$ cat src/rtl/pulse_burst_pkg.sv
package pulse_burst_pkg;
  typedef enum logic {
    MODE_PULSE  = 1'b0,
    MODE_TOGGLE = 1'b1
  } pbg_mode_e;
endpackage

$ cat src/rtl/pbg_prescaler.sv
module pbg_prescaler #(
  parameter int PER_W = 16
) (
  input  logic             clk_i,
  input  logic             rst_ni,
  input  logic             en_i,
  input  logic             per_load_i,
  input  logic [PER_W-1:0] per_i,
  input  logic             reload_i,
  output logic             tick_o
);
  localparam logic [PER_W-1:0] ONE = PER_W'(1);

  logic [PER_W-1:0] per_q;
  logic [PER_W-1:0] cnt_q;
  logic             match;

  // per_q = 0 wraps to all ones, giving a 2**PER_W period
  assign match  = (cnt_q == (per_q - ONE));
  assign tick_o = en_i & ~reload_i & match;

  always_ff @(posedge clk_i or negedge rst_ni) begin
    if (!rst_ni) begin
      per_q <= '0;
    end else if (per_load_i) begin
      per_q <= per_i;
    end
  end

  always_ff @(posedge clk_i or negedge rst_ni) begin
    if (!rst_ni) begin
      cnt_q <= '0;
    end else if (!en_i || reload_i || match) begin
      cnt_q <= '0;
    end else begin
      cnt_q <= cnt_q + ONE;
    end
  end
endmodule

$ cat src/rtl/pbg_sequencer.sv
module pbg_sequencer
  import pulse_burst_pkg::*;
#(
  parameter int CNT_W = 16
) (
  input  logic             clk_i,
  input  logic             rst_ni,
  input  logic             en_i,
  input  logic             mode_i,
  input  logic             tick_i,
  input  logic             y_load_i,
  input  logic [CNT_W-1:0] y_i,
  input  logic             ack_i,
  output logic             pin_o,
  output logic             done_o,
  output logic             busy_o
);
  localparam logic [CNT_W-1:0] ONE = CNT_W'(1);

  logic             pend_q, act_q, pin_q, done_q;
  logic [CNT_W-1:0] next_q, rem_q;
  logic             is_tgl, accept, start, step, finish;

  assign is_tgl = (mode_i == MODE_TOGGLE);
  assign accept = en_i & y_load_i & (|y_i);
  assign start  = pend_q & tick_i;
  assign step   = act_q & tick_i & ~pend_q;
  assign finish = start ? (is_tgl & (next_q == ONE)) : (step & (rem_q == ONE));

  always_ff @(posedge clk_i or negedge rst_ni) begin
    if (!rst_ni) begin
      pend_q <= 1'b0;
      act_q  <= 1'b0;
      pin_q  <= 1'b0;
      done_q <= 1'b0;
      next_q <= '0;
      rem_q  <= '0;
    end else if (!en_i) begin
      pend_q <= 1'b0;
      act_q  <= 1'b0;
      pin_q  <= 1'b0;
      done_q <= 1'b0;
      next_q <= '0;
      rem_q  <= '0;
    end else begin
      if (ack_i) done_q <= 1'b0;
      if (start) begin
        pend_q <= 1'b0;
        act_q  <= ~finish;
        if (is_tgl) begin
          pin_q <= ~pin_q;
          rem_q <= next_q - ONE;
        end else begin
          pin_q <= 1'b1;
          rem_q <= next_q;
        end
      end else if (step) begin
        rem_q <= rem_q - ONE;
        if (is_tgl) pin_q <= ~pin_q;
        if (finish) begin
          act_q <= 1'b0;
          if (!is_tgl) pin_q <= 1'b0;
        end
      end
      if (finish) done_q <= 1'b1;
      // a fresh write wins over a start in the same cycle
      if (accept) begin
        pend_q <= 1'b1;
        next_q <= y_i;
      end
    end
  end

  assign pin_o  = pin_q;
  assign done_o = done_q;
  assign busy_o = pend_q | act_q;
endmodule

$ cat src/rtl/pulse_burst_gen.sv
module pulse_burst_gen #(
  parameter int PER_W = 16,
  parameter int CNT_W = 16
) (
  input  logic             clk_i,
  input  logic             rst_ni,
  input  logic             en_i,
  input  logic             mode_i,
  input  logic             x_load_i,
  input  logic [PER_W-1:0] x_i,
  input  logic             y_load_i,
  input  logic [CNT_W-1:0] y_i,
  input  logic             restart_i,
  input  logic             ack_i,
  output logic             pin_o,
  output logic             done_o,
  output logic             busy_o
);
  logic reload, tick;

  assign reload = x_load_i | (en_i & y_load_i & restart_i);

  pbg_prescaler #(.PER_W(PER_W)) u_pre (
    .clk_i      (clk_i),
    .rst_ni     (rst_ni),
    .en_i       (en_i),
    .per_load_i (x_load_i),
    .per_i      (x_i),
    .reload_i   (reload),
    .tick_o     (tick)
  );

  pbg_sequencer #(.CNT_W(CNT_W)) u_seq (
    .clk_i    (clk_i),
    .rst_ni   (rst_ni),
    .en_i     (en_i),
    .mode_i   (mode_i),
    .tick_i   (tick),
    .y_load_i (y_load_i),
    .y_i      (y_i),
    .ack_i    (ack_i),
    .pin_o    (pin_o),
    .done_o   (done_o),
    .busy_o   (busy_o)
  );
endmodule

$ cat config.mk
export PLATFORM = sky130hd
export DESIGN_NAME = pulse_burst_gen
export DESIGN_NICKNAME = d
export VERILOG_FILES = /design/src/rtl/pulse_burst_pkg.sv /design/src/rtl/pbg_prescaler.sv /design/src/rtl/pbg_sequencer.sv /design/src/rtl/pulse_burst_gen.sv
export SDC_FILE = /design/constraint.sdc
export NUM_CORES = 1
export LEC_CHECK = 0
export BUFFER_PORTS_ARGS = -buffer_cell sky130_fd_sc_hd__buf_2
export CAP_MARGIN = 20
export CORE_ASPECT_RATIO = 1.1
export CORE_MARGIN = 10
export CORE_UTILIZATION = 45
export DETAILED_ROUTE_END_ITERATION = 8
export MAX_ROUTING_LAYER = met4
export PLACE_DENSITY = 0.73
export SLEW_MARGIN = 20
export SYNTH_ARGS = -nofsm -noshare
export SYNTH_HDL_FRONTEND = slang
export SYNTH_SLANG_ARGS = --single-unit
$ cat constraint.sdc
create_clock -name clk_i -period 2.78 [get_ports clk_i]
set_input_delay 0.139 -clock clk_i [delete_from_list [all_inputs] [get_ports clk_i]]
set_output_delay 0.139 -clock clk_i [all_outputs]
set_load 0.005 [all_outputs]
==> results by group <==
Placement
  • Final RePlAce weighted congestion: 0.921
  • Port Buffers: 42
  • Post-placement cell count: 617
  • DPL Wire Length: 7430 um
  • Post-Place Setup Slack: -0.0941 ns

Clock network
  • Cts bufs inserted: 9
  • Num Clock Sinks: 68
  • CTS H-tree depth: 3
  • CTS Root Cell: clkbuf_8
  • CTS tree: done
  • Maximum clock insertion buffer count: 2
  • Clock slew at reported path FFs: 0.07 ns
  • Worst skew pair latency: 0.35 ns

Timing
  • Worst slew margin: 43.4%
  • Measured slew at the worst slew-check pin: 0.849 ns
  • Final WS setup: 0.0213 ns
  • Setup-failing EPs final: 0
  • RSZ-0062 raised after global routing: yes
  • FMAX: 0.362 GHz
  • Slew Limit Fails: 0
  • Final Hold Slack: -0.0218 ns
  • Final hold violations: 34
  • Tmin final: 2.76 ns
  • Tcrit/Tclk final: 99.2%
  • Final TNS setup: 0 ns
  • Final Skew: 0.00612 ns

Logic synthesis
  • Simple-gate share of the synthesized area: 25.9%
  • Post-synthesis net count: 497
  • Post-synth top flop: dfrtp_1
  • Synth Warn #: 0
  • Syn avg cell area: 9.32 um2
  • Mux share of post-synthesis cell area: 4.78%
  • Sequential area share after synthesis: 40.6%
  • Leading area contributor after synthesis: dfrtp_1
  • Top post-synthesis cells by count: dfrtp_1, nand2_1, nor2_1
  • Post-Syn Area: 0.00419 mm2
  • Synth top area share: 40.6%
  • Adder-cell area share of the yosys netlist: 2.39%
  • Netlist cell types: 63
  • Count leader, synth: dfrtp_1
  • Synth area leaders: dfrtp_1, xnor2_1, xor2_1
  • Ys async rst share: 100%
  • Seq cells post-synth: 68
  • XOR/XNOR Fraction of Synth Area: 12.1%
  • Main combinational cell family by area after synthesis: simple AND/OR/NAND/NOR gates
  • Fraction of the mapped netlist area in compound gates: 10.8%
  • Number of flops mapped to enable cells by yosys: 0
  • Syn Inst Count: 449

Floorplanning
  • Rows: 36
  • Io pins: 43
  • Die H: 121 um
  • Initial core utilization: 46.7%
  • Core area: 0.00896 mm2
  • Die width: 112 um
  • Die ar.: 0.0136 mm2

Global routing
  • GRT overflow: 0
  • Antenna violations before repair: 0
  • Largest net degree at the start of global routing: 69
  • GRT Util Overall: 15.4%
  • First-pass GRT wire length: 17,100 um
  • Vias in the first global route: 3,711

Pwr
  • Clock share of power: 40.5%
  • Reg power frac: 45.0%
  • Total Power: 2.39 mW
  • PD cells: 470 mW/mm2
  • Gate power share: 14.5%
  • Maximum vdd drop: 0.242 mV
  • Leakage: 2.19 nW
  • Internal Power: 1.79 mW
  • Switching Fraction: 25.3%
  • P_sw: 0.607 mW

Detailed routing
  • Drc violations: 0
  • Via count: 3,526
  • DR pass1 iterations: 4
  • Initial drt markers: 146
  • Routed length per instance: 15.7 um
  • DRT antenna net count: 0
  • Post-Route WL: 9940 um
  • Vias/cell: 5.55

Critical path
  • Arr. time, crit path: 3.00 ns
  • Worst path cell trace: buf_4 > or3_2 > or4_1 > a21oi_1 > a211oi_2 > nor4_2 > buf_4 > or2b_1 > nand2_2 > buf_12 > nor2_1
  • FF-to-FF path depth: 11
  • Worst r2r dst: u_pre.cnt_q[3]$_DFF_PN0_
  • CP required: 3.02 ns
  • CP Launch Type: flip-flop
  • Reg2reg start: u_pre.per_q[3]$_DFFE_PN0P_
  • CP max FO: 15
  • Worst Setup SP: u_pre.per_q[3]$_DFFE_PN0P_
  • CP most frequent cell: buf_4
  • CP max stage delay: 0.47 ns
  • Stages on the worst setup path: 11
  • Worst setup EP type: flip-flop
  • CP delay by family, top: simple AND/OR/NAND/NOR gates
  • Buffers & Inverters on Critical Path: 3
  • CP Capture Point: u_pre.cnt_q[3]$_DFF_PN0_
  • R2R Setup Slk: 0.02 ns
  • Crit path kind: reg -> reg
  • CP max-delay cell: or3_2

Final layout
  • Layout cell share with drive strength beyond 1: 27.3%
  • N_diodes: 0
  • Area delta synth->final: 21.8%
  • Final std cells w/o fill: 635
  • Nets@finish: 564

Worst hold path
  • Min-Delay Path Class: in -> async

Run status
  • Status: complete, but fails checks
  • Failing checks: negative hold slack

Job
  • Max-cap violations: 0
-- flip-flops by register name, indices dropped and copies added, names as in the netlist --
signal,flops
u_seq.pend_q,1
u_seq.act_q,1
u_pre.per_q,16
u_seq.done_o,1
u_seq.next_q,16
u_seq.pin_o,1
u_seq.rem_q,16
u_pre.cnt_q,16
-- worst min path at each step --
stage / from / endpoint / slack [ns] / cells past startpoint
4_1_cts: x_i[1] / u_pre.per_q[1]$_DFFE_PN0P_ / 0.0001 / 3
3_3_place_gp: x_i[1] / u_pre.per_q[1]$_DFFE_PN0P_ / 0.35 / 3
5_1_grt: y_i[0] / u_seq.next_q[0]$_DFFE_PN0P_ / 0.003 / 3
2_1_floorplan: rst_ni / u_pre.cnt_q[0]$_DFF_PN0_ / -0.16 / 0
6_report: rst_ni / u_pre.per_q[5]$_DFFE_PN0P_ / -0.02 / 2
3_5_place_dp: y_i[11] / u_seq.next_q[11]$_DFFE_PN0P_ / 0.37 / 3
-- metrics by stage --
step / instance area [um2] / util (%)
after global routing: 5100 / 56.9
after detailed placement: 4720 / 52.7
after floorplan: 4210 / -
after CTS: 5010 / 55.9
after global placement: 4720 / 52.7
final: 5100 / 56.9
-- final cells by class --
cell class / instances / area (um2)
inverter: 11 / 41.3
tap: 114 / 143
clock buffer: 11 / 131
multi-input combinational: 351 / 2490
sequential: 68 / 1700
fill: 786 / 3870
clock inverter: 5 / 100
timing repair buffer: 75 / 489
-- power groups by stage --
| stage | logic [mW] | clock network [mW] | registers [mW] |
|---|---|---|---|
| floorplan | 0.199 | 0 | 1.09 |
| global placement | 0.326 | 0 | 1.09 |
| detailed placement | 0.336 | 0 | 1.09 |
| CTS | 0.344 | 0.989 | 1.07 |
| global route | 0.390 | 1.04 | 1.08 |
| finish | 0.347 | 0.970 | 1.08 |
-- cell families (layout without fill, tap and decap cells) --
family	Yosys count	after routing
adders and majority gates	8	8
and+or+nand+nor	196	196
xor gates and xnor gates	58	58
muxes	18	18
buffers and inverters	30	102
AOI/OAI and AO/OA	71	71
DFF	68	68
-- routing by layer --
layer  share of wire (%)  global-route usage (%)  vias up  routed length [um]
met4                 2.1                    6.19        0                 206
met1                  41                    16.8     1703                4120
met5                   0                       -        -                   0
li1                    -                       -     1728                   -
met3                 3.6                    2.62       19                 358
met2                  53                    27.4       76                5260
-- placed cells by master, fill, tap and decap left out, drive strengths merged, types with 8 or more instances in the layout --
cell type / count
nor3: 17
clkbuf: 11
mux2: 16
nand2b: 12
o21ai: 29
or3: 11
a21oi: 8
buf: 74
o22ai: 10
xor2: 28
ha: 8
xnor2: 30
nor2: 34
nand3: 17
dfrtp: 68
nand2: 48
nor4: 12
inv: 11
-- what timing repair did --
| action | 4_1_cts | 5_1_grt |
|---|---|---|
| hold endpoints to repair | 1 | 0 |
| setup buffers | 1 | 0 |
| endpoints found under the setup margin | 35 | 36 |
| resized for setup | 11 | 15 |
| pin swaps | 5 | 8 |
| hold buffers | 1 | 0 |
(Power assumes the default switching activity.)
